==> src/rtl/wbLanePkg.sv <==
package wbLanePkg;

  typedef enum logic [1:0] {
    SZ_BYTE = 2'd0,
    SZ_HALF = 2'd1,
    SZ_WORD = 2'd2
  } accSize_e;

  typedef struct packed {
    logic capture;    // take a new request into the datapath
    logic latchRead;  // slave acknowledged: register the result
    logic busy;       // bus cycle open
  } ctrlStrobes_t;

  function automatic accSize_e decodeSize(input logic [2:0] code);
    case (code)
      3'd1:    decodeSize = SZ_BYTE;
      3'd2:    decodeSize = SZ_HALF;
      default: decodeSize = SZ_WORD;
    endcase
  endfunction

endpackage

==> src/rtl/wbLaneCtrl.sv <==
module wbLaneCtrl
  import wbLanePkg::*;
(
  input  logic         clk,
  input  logic         rst,
  input  logic         reqValid,
  input  logic         wbAck,
  output logic         reqReady,
  output logic         wbCyc,
  output logic         wbStb,
  output logic         doneValid,
  output ctrlStrobes_t strobes
);

  typedef enum logic [1:0] {ST_IDLE, ST_BUSY, ST_DONE} ctrlState_e;

  ctrlState_e state;
  ctrlState_e stateNext;

  always_comb begin
    stateNext = state;
    case (state)
      ST_IDLE: if (reqValid) stateNext = ST_BUSY;
      ST_BUSY: if (wbAck)    stateNext = ST_DONE;
      ST_DONE:               stateNext = ST_IDLE;
      default:               stateNext = ST_IDLE;
    endcase
  end

  always_ff @(posedge clk) begin
    if (rst) state <= ST_IDLE;
    else     state <= stateNext;
  end

  assign reqReady  = (state == ST_IDLE);
  assign wbCyc     = (state == ST_BUSY);
  assign wbStb     = (state == ST_BUSY);
  assign doneValid = (state == ST_DONE);

  always_comb begin
    strobes           = '0;
    strobes.capture   = (state == ST_IDLE) && reqValid;
    strobes.latchRead = (state == ST_BUSY) && wbAck;
    strobes.busy      = (state == ST_BUSY);
  end

  AST_CYC_HOLD: assert property (@(posedge clk) disable iff (rst)
    (wbCyc && !wbAck) |=> (wbCyc && wbStb));

  AST_DROP_AFTER_ACK: assert property (@(posedge clk) disable iff (rst)
    (wbCyc && wbAck) |=> (!wbCyc && !wbStb && doneValid));

  AST_DONE_PULSE: assert property (@(posedge clk) disable iff (rst)
    doneValid |=> !doneValid);

  AST_READY_IDLE: assert property (@(posedge clk) disable iff (rst)
    reqReady |-> (!wbCyc && !doneValid));

  AST_START_AFTER_ACCEPT: assert property (@(posedge clk) disable iff (rst)
    (reqReady && reqValid) |=> wbCyc);

endmodule

==> src/rtl/wbLaneDatapath.sv <==
module wbLaneDatapath
  import wbLanePkg::*;
#(
  parameter int ADDR_W = 28,
  parameter int DATA_W = 32
)(
  input  logic                      clk,
  input  logic                      rst,
  input  ctrlStrobes_t              strobes,
  input  logic [ADDR_W-1:0]         reqAddr,
  input  logic [2:0]                reqSize,
  input  logic                      reqWrite,
  input  logic [DATA_W-1:0]         reqWdata,
  input  logic [DATA_W-1:0]         wbDatR,
  output logic [ADDR_W-$clog2(DATA_W/8)-1:0] wbAdr,
  output logic [DATA_W-1:0]         wbDatW,
  output logic [DATA_W/8-1:0]       wbSel,
  output logic                      wbWe,
  output logic [DATA_W-1:0]         doneRdata
);

  localparam int LANES  = DATA_W / 8;
  localparam int OFF_W  = $clog2(LANES);
  localparam int WADR_W = ADDR_W - OFF_W;

  // ---------------- request decode ----------------
  accSize_e          kindIn;
  logic [OFF_W-1:0]  effOffIn;
  logic [LANES-1:0]  laneMaskIn;
  logic [LANES-1:0]  selIn;
  logic [DATA_W-1:0] shiftedW;
  logic [DATA_W-1:0] alignedW;

  always_comb begin
    kindIn = decodeSize(reqSize);
    case (kindIn)
      SZ_BYTE: begin
        effOffIn   = reqAddr[OFF_W-1:0];
        laneMaskIn = LANES'(1);
      end
      SZ_HALF: begin
        effOffIn   = {reqAddr[OFF_W-1:1], 1'b0};
        laneMaskIn = LANES'(3);
      end
      default: begin
        effOffIn   = '0;
        laneMaskIn = '1;
      end
    endcase
    selIn    = laneMaskIn << effOffIn;
    shiftedW = reqWdata << {effOffIn, 3'b000};
  end

  for (genvar lane = 0; lane < LANES; lane++) begin : gWriteLane
    assign alignedW[8*lane +: 8] = selIn[lane] ? shiftedW[8*lane +: 8] : 8'h00;
  end

  // ---------------- captured request ----------------
  accSize_e          kindQ;
  logic [OFF_W-1:0]  effOffQ;
  logic              weQ;

  always_ff @(posedge clk) begin
    if (rst) begin
      wbAdr   <= '0;
      wbSel   <= '0;
      wbDatW  <= '0;
      weQ     <= 1'b0;
      kindQ   <= SZ_WORD;
      effOffQ <= '0;
    end else if (strobes.capture) begin
      wbAdr   <= reqAddr[ADDR_W-1:OFF_W];
      wbSel   <= selIn;
      wbDatW  <= alignedW;
      weQ     <= reqWrite;
      kindQ   <= kindIn;
      effOffQ <= effOffIn;
    end
  end

  assign wbWe = weQ && strobes.busy;

  // ---------------- read extraction ----------------
  logic [DATA_W-1:0] rdShifted;
  logic [DATA_W-1:0] rdExtract;
  int unsigned       keepBytes;

  always_comb begin
    rdShifted = wbDatR >> {effOffQ, 3'b000};
    case (kindQ)
      SZ_BYTE: keepBytes = 1;
      SZ_HALF: keepBytes = 2;
      default: keepBytes = LANES;
    endcase
  end

  for (genvar lane = 0; lane < LANES; lane++) begin : gReadLane
    assign rdExtract[8*lane +: 8] = (lane < keepBytes) ? rdShifted[8*lane +: 8] : 8'h00;
  end

  always_ff @(posedge clk) begin
    if (rst)                    doneRdata <= '0;
    else if (strobes.latchRead) doneRdata <= weQ ? '0 : rdExtract;
  end

  // ---------------- checks ----------------
  logic [DATA_W-1:0] selBits;
  for (genvar lane = 0; lane < LANES; lane++) begin : gSelBits
    assign selBits[8*lane +: 8] = {8{wbSel[lane]}};
  end

  AST_BUS_STABLE: assert property (@(posedge clk) disable iff (rst)
    strobes.busy |=> (!strobes.busy ||
      ($stable(wbAdr) && $stable(wbSel) && $stable(wbDatW) && $stable(wbWe))));

  AST_SEL_SHAPE: assert property (@(posedge clk) disable iff (rst)
    strobes.busy |-> (wbSel inside {4'b0001, 4'b0010, 4'b0100, 4'b1000,
                                    4'b0011, 4'b1100, 4'b1111}));

  AST_WRITE_LANES: assert property (@(posedge clk) disable iff (rst)
    strobes.busy |-> ((wbDatW & ~selBits) == '0));

  AST_BYTE_ZERO_EXT: assert property (@(posedge clk) disable iff (rst)
    (strobes.latchRead && kindQ == SZ_BYTE) |=> (doneRdata[DATA_W-1:8] == '0));

  AST_WRITE_RESULT_ZERO: assert property (@(posedge clk) disable iff (rst)
    (strobes.latchRead && weQ) |=> (doneRdata == '0));

endmodule

==> src/rtl/wbLaneAdapter.sv <==
module wbLaneAdapter
  import wbLanePkg::*;
#(
  parameter int ADDR_W = 28,
  parameter int DATA_W = 32
)(
  input  logic                     clk,
  input  logic                     rst,
  input  logic                     reqValid,
  output logic                     reqReady,
  input  logic [ADDR_W-1:0]        reqAddr,
  input  logic [2:0]               reqSize,
  input  logic                     reqWrite,
  input  logic [DATA_W-1:0]        reqWdata,
  output logic                     doneValid,
  output logic [DATA_W-1:0]        doneRdata,
  output logic [ADDR_W-$clog2(DATA_W/8)-1:0] wbAdr,
  output logic [DATA_W-1:0]        wbDatW,
  input  logic [DATA_W-1:0]        wbDatR,
  output logic [DATA_W/8-1:0]      wbSel,
  output logic                     wbWe,
  output logic                     wbCyc,
  output logic                     wbStb,
  input  logic                     wbAck
);

  ctrlStrobes_t strobes;

  wbLaneCtrl i_ctrl (
    .clk       (clk),
    .rst       (rst),
    .reqValid  (reqValid),
    .wbAck     (wbAck),
    .reqReady  (reqReady),
    .wbCyc     (wbCyc),
    .wbStb     (wbStb),
    .doneValid (doneValid),
    .strobes   (strobes)
  );

  wbLaneDatapath #(
    .ADDR_W (ADDR_W),
    .DATA_W (DATA_W)
  ) i_datapath (
    .clk       (clk),
    .rst       (rst),
    .strobes   (strobes),
    .reqAddr   (reqAddr),
    .reqSize   (reqSize),
    .reqWrite  (reqWrite),
    .reqWdata  (reqWdata),
    .wbDatR    (wbDatR),
    .wbAdr     (wbAdr),
    .wbDatW    (wbDatW),
    .wbSel     (wbSel),
    .wbWe      (wbWe),
    .doneRdata (doneRdata)
  );

  AST_WE_ONLY_IN_CYCLE: assert property (@(posedge clk) disable iff (rst)
    wbWe |-> wbCyc);

  AST_RESET_IDLE: assert property (@(posedge clk)
    rst |=> (reqReady && !wbCyc && !wbStb && !wbWe && !doneValid));

endmodule

==> config.mk <==
export PLATFORM = sky130hd
export DESIGN_NAME = wbLaneAdapter
export DESIGN_NICKNAME = d
export VERILOG_FILES = /design/src/rtl/wbLanePkg.sv /design/src/rtl/wbLaneCtrl.sv /design/src/rtl/wbLaneDatapath.sv /design/src/rtl/wbLaneAdapter.sv
export SDC_FILE = /design/constraint.sdc
export NUM_CORES = 1
export LEC_CHECK = 0
export BUFFER_PORTS_ARGS = -buffer_cell sky130_fd_sc_hd__buf_2
export CAP_MARGIN = 25
export CORE_ASPECT_RATIO = 1.5
export CORE_UTILIZATION = 51
export CTS_CLUSTER_DIAMETER = 30
export DETAILED_ROUTE_END_ITERATION = 10
export PLACE_DENSITY = 0.84
export SYNTH_ARGS = -nofsm -noshare
export SYNTH_HDL_FRONTEND = slang
export SYNTH_HIERARCHICAL = 1
export SYNTH_SLANG_ARGS = --single-unit
export TNS_END_PERCENT = 100
==> constraint.sdc <==
create_clock -name clk -period 2.6 [get_ports clk]
set_input_delay 0.26 -clock clk [delete_from_list [all_inputs] [get_ports clk]]
set_output_delay 0.26 -clock clk [all_outputs]
set_load 0.02 [all_outputs]
==> flow_summary.toml <==
[final_layout]
final_nets = 750
antenna_cells = 0
syn_to_final_growth_pct = 30.18
post-route-cell-area_um2 = 5921
drive_gt1_frac = 0.4012

[logic_synthesis]
synth_enable_flop_cells = 0
syn_area_per_cell_um2 = 9.802
synthFlopType = "dfxtp_1"
ys_seq_area_frac = 0.4446
yosysWarnings = 6
async_flop_share = 0
synthCells = 464
synth.distinct_cells = 41
syn_nets = 565
synthesis.area_um2 = 4548
ys_ff_latch = 101

[critical_path]
start_kind = "flip-flop"
critical_path.cell_chain = "and3b_1, nor3b_2, nor2b_1, a21oi_1, nor2_1"
r2r_end = "i_datapath/doneRdata[23]"
setup.worst_path.end_class = "flip-flop"
r2r_slack_ps = 610
startpoint = "i_ctrl/state[0]"
cp_data_arrival_time_ps = 2260
slowest_stage = "nor3b_2"
critPathMaxStageDelay_ps = 550
cp_data_required_time_ps = 2870
reg2reg_depth = 5
crit_type = "reg2reg"
critPathMaxFanout = 10
r2r-start = "i_ctrl/state[0]"

[placement]
gp_congestion = 0.8970
placed_cell_area_um2 = 5605
io_buffers = 198
detailed_place_hpwl_um = 9542

[worst_hold_path]
hold_path_depth = 3
hold_start = "reqWrite"
hp-class = "in2reg"
min_to = "i_datapath/weQ"

[run_status]
status = "completed"

[pwr]
vdd_drop_max_uv = 534.7
power_leakage_uw = 0.002823
cellPowerDensity_nw_per_um2 = 638.0

[clock_tree]
postCtsHoldBufs = 0
numCtsBuffers = 9
cts_tree = "yes"
cts_root_buf = "clkbuf_16"
clock-sinks = 101
clk_pin_slew_worst_paths_ps = 60
h-tree-depth = 3
cts-resized-gates = 0
clkLatencyLatePin_ps = 340
postCtsSetupRepairBufs = 0
cts_buffer_depth = 2

[timing]
fin_worst_skew_ps = 4.367
slew_headroom = 0.4537
max_freq_mhz = 502.7
hold_violations = 0
tightestPinTransition_ps = 815.0
finalCritPeriodShare = 0.7652
drv_slew = 0
rsz0062_at_grt = "no"
period_needed_ps = 1989
fin_setup_tns_ps = 0
setup_violations = 0

[floorplan]
coreArea_um2 = 8516
initial_core_util = 0.5341
row_count = 41
ios = 199
dieHeight_um = 117.7
die_w_um = 79.11
die_area_um2 = 9307

[drt]
antenna_left = 0
via_per_inst = 5.583
drc_errors = 0
drt_iter0_markers = 215
vias = 4243
totalWireLength_um = 12750
firstDrtPassIters = 5
wl_per_cell_um = 16.78

[global_route]
grt_max_degree = 51
grt-ovfl-total = 0
antenna_found_initial = 0
grt_util_all_layers = 0.2763
grt_pass1_wl_um = 19980
first_global_vias = 4171

[run]
cap_violations = 0
where the power goes:
part,leakage [µW],total (µW),switching [µW],internal [µW]
logic,0.00185,674,397,277
clock network,0.000152,1410,551,863
registers,0.000826,1690,50.7,1640
total,0.00282,3780,999,2780
Yosys cell counts, types with 2 or more instances:
master / n / area share
a32o_1: 9 / 0.020
a21oi_1: 28 / 0.031
inv_1: 3 / 0.0025
nor2_1: 77 / 0.064
mux2_1: 10 / 0.025
nand2b_1: 13 / 0.018
mux2_2: 28 / 0.069
mux2i_1: 46 / 0.10
clkbuf_1: 18 / 0.015
o2bb2ai_1: 8 / 0.015
nor2b_1: 37 / 0.051
buf_1: 4 / 0.0033
a22oi_1: 8 / 0.013
dfxtp_1: 101 / 0.44
buf_2: 7 / 0.0077
and2_1: 2 / 0.0028
a221oi_1: 8 / 0.015
nor4b_1: 2 / 0.0039
a211oi_2: 2 / 0.0055
a22o_1: 15 / 0.029
and3b_1: 4 / 0.0077
buf_4: 4 / 0.0066
or2_2: 2 / 0.0028
nand2_1: 9 / 0.0074
a311oi_1: 3 / 0.0058
worst max-delay path, delay by kind of cell, from the launching register on:
| family | cells | cell delay [ps] |
|---|---|---|
| AND/OR/NAND/NOR | 4 | 1400 |
| flip-flops | 1 | 390 |
| AO/OA/AOI/OAI | 1 | 140 |
cells in the final DEF (no fill, tap or decap), types with 2 or more instances in the layout:
master,instances
buf_2,198
nand2b_1,13
dfxtp_1,101
mux2_1,10
bufinv_16,2
mux2i_1,46
nor2b_1,37
inv_1,3
a311oi_1,3
and3b_1,4
o2bb2ai_1,8
nor4b_1,2
a22o_1,15
a32o_1,9
a22oi_1,8
a221oi_1,8
nand2_1,9
a211oi_2,2
buf_4,10
mux2_2,28
a21oi_1,28
clkbuf_16,9
nor2_1,77
or2_2,2
routing by layer:
| metal | vias to the layer above | GRT usage | wire length, µm | share of wire |
|---|---|---|---|---|
| li1 | 2008 | - | - | - |
| met1 | 2010 | 0.2963 | 4629 | 0.36 |
| met2 | 196 | 0.5005 | 6762 | 0.53 |
| met3 | 29 | 0.05194 | 982 | 0.077 |
| met4 | 0 | 0.1398 | 380 | 0.030 |
| met5 | - | 0 | 0 | 0 |
through the flow:
step           hold slack [ps]  power (µW)  utilization  std cells  setup slack (ps)
3_3_place_gp             446.0        2372       0.6582        745             597.9
4_1_cts                  144.4        3803       0.6953        760             616.0
6_report                 154.5        3777       0.6953        760             610.5
2_1_floorplan            324.3        2128            -        464             731.3
5_1_grt                  156.2        3923       0.6953        760             426.8
3_5_place_dp             453.4        2393       0.6582        745             538.9
registers in the layout (all words and copies together), names as in the netlist:
| register | cells |
|---|---|
| i_datapath/wbDatW | 32 |
| i_ctrl/state | 2 |
| i_datapath/doneRdata | 32 |
| i_datapath/effOffQ | 2 |
| i_datapath/wbAdr | 26 |
| i_datapath/kindQ | 2 |
| i_datapath/wbSel | 4 |
| i_datapath/weQ | 1 |
worst max path at each step:
| stage | cells past startpoint | to | slack (ps) |
|---|---|---|---|
| 2_1_floorplan | 6 | i_datapath/wbAdr[0] | 730 |
| 5_1_grt | 5 | i_datapath/doneRdata[16] | 430 |
| 6_report | 5 | i_datapath/doneRdata[23] | 610 |
| 4_1_cts | 5 | i_datapath/doneRdata[23] | 620 |
| 3_3_place_gp | 6 | i_datapath/wbDatW[28] | 600 |
| 3_5_place_dp | 6 | i_datapath/wbDatW[26] | 540 |
logic make-up (layout without fill, tap and decap cells):
kind of cell | count (synthesis) | in the layout | synth area share
XOR/XNOR | 2 | 2 | 0.005503
buffers and inverters | 37 | 226 | 0.03741
AO/OA/AOI/OAI | 86 | 86 | 0.1431
flip-flops | 101 | 101 | 0.4446
adder cells (fa/ha/maj) | 1 | 1 | 0.002751
AND/OR/NAND/NOR | 153 | 153 | 0.1714
multiplexers | 84 | 84 | 0.1953
area by class of cell:
| class | instances | area (µm²) |
|---|---|---|
| multi-input cells | 326 | 2372 |
| clock buffers | 11 | 242.7 |
| inverters | 3 | 11.26 |
| clock inverters | 4 | 72.57 |
| repair buffers | 208 | 1066 |
| well taps | 107 | 133.9 |
| fillers | 688 | 2595 |
| flip-flops and latches | 101 | 2022 |
Power figures use the tool's default switching activity.
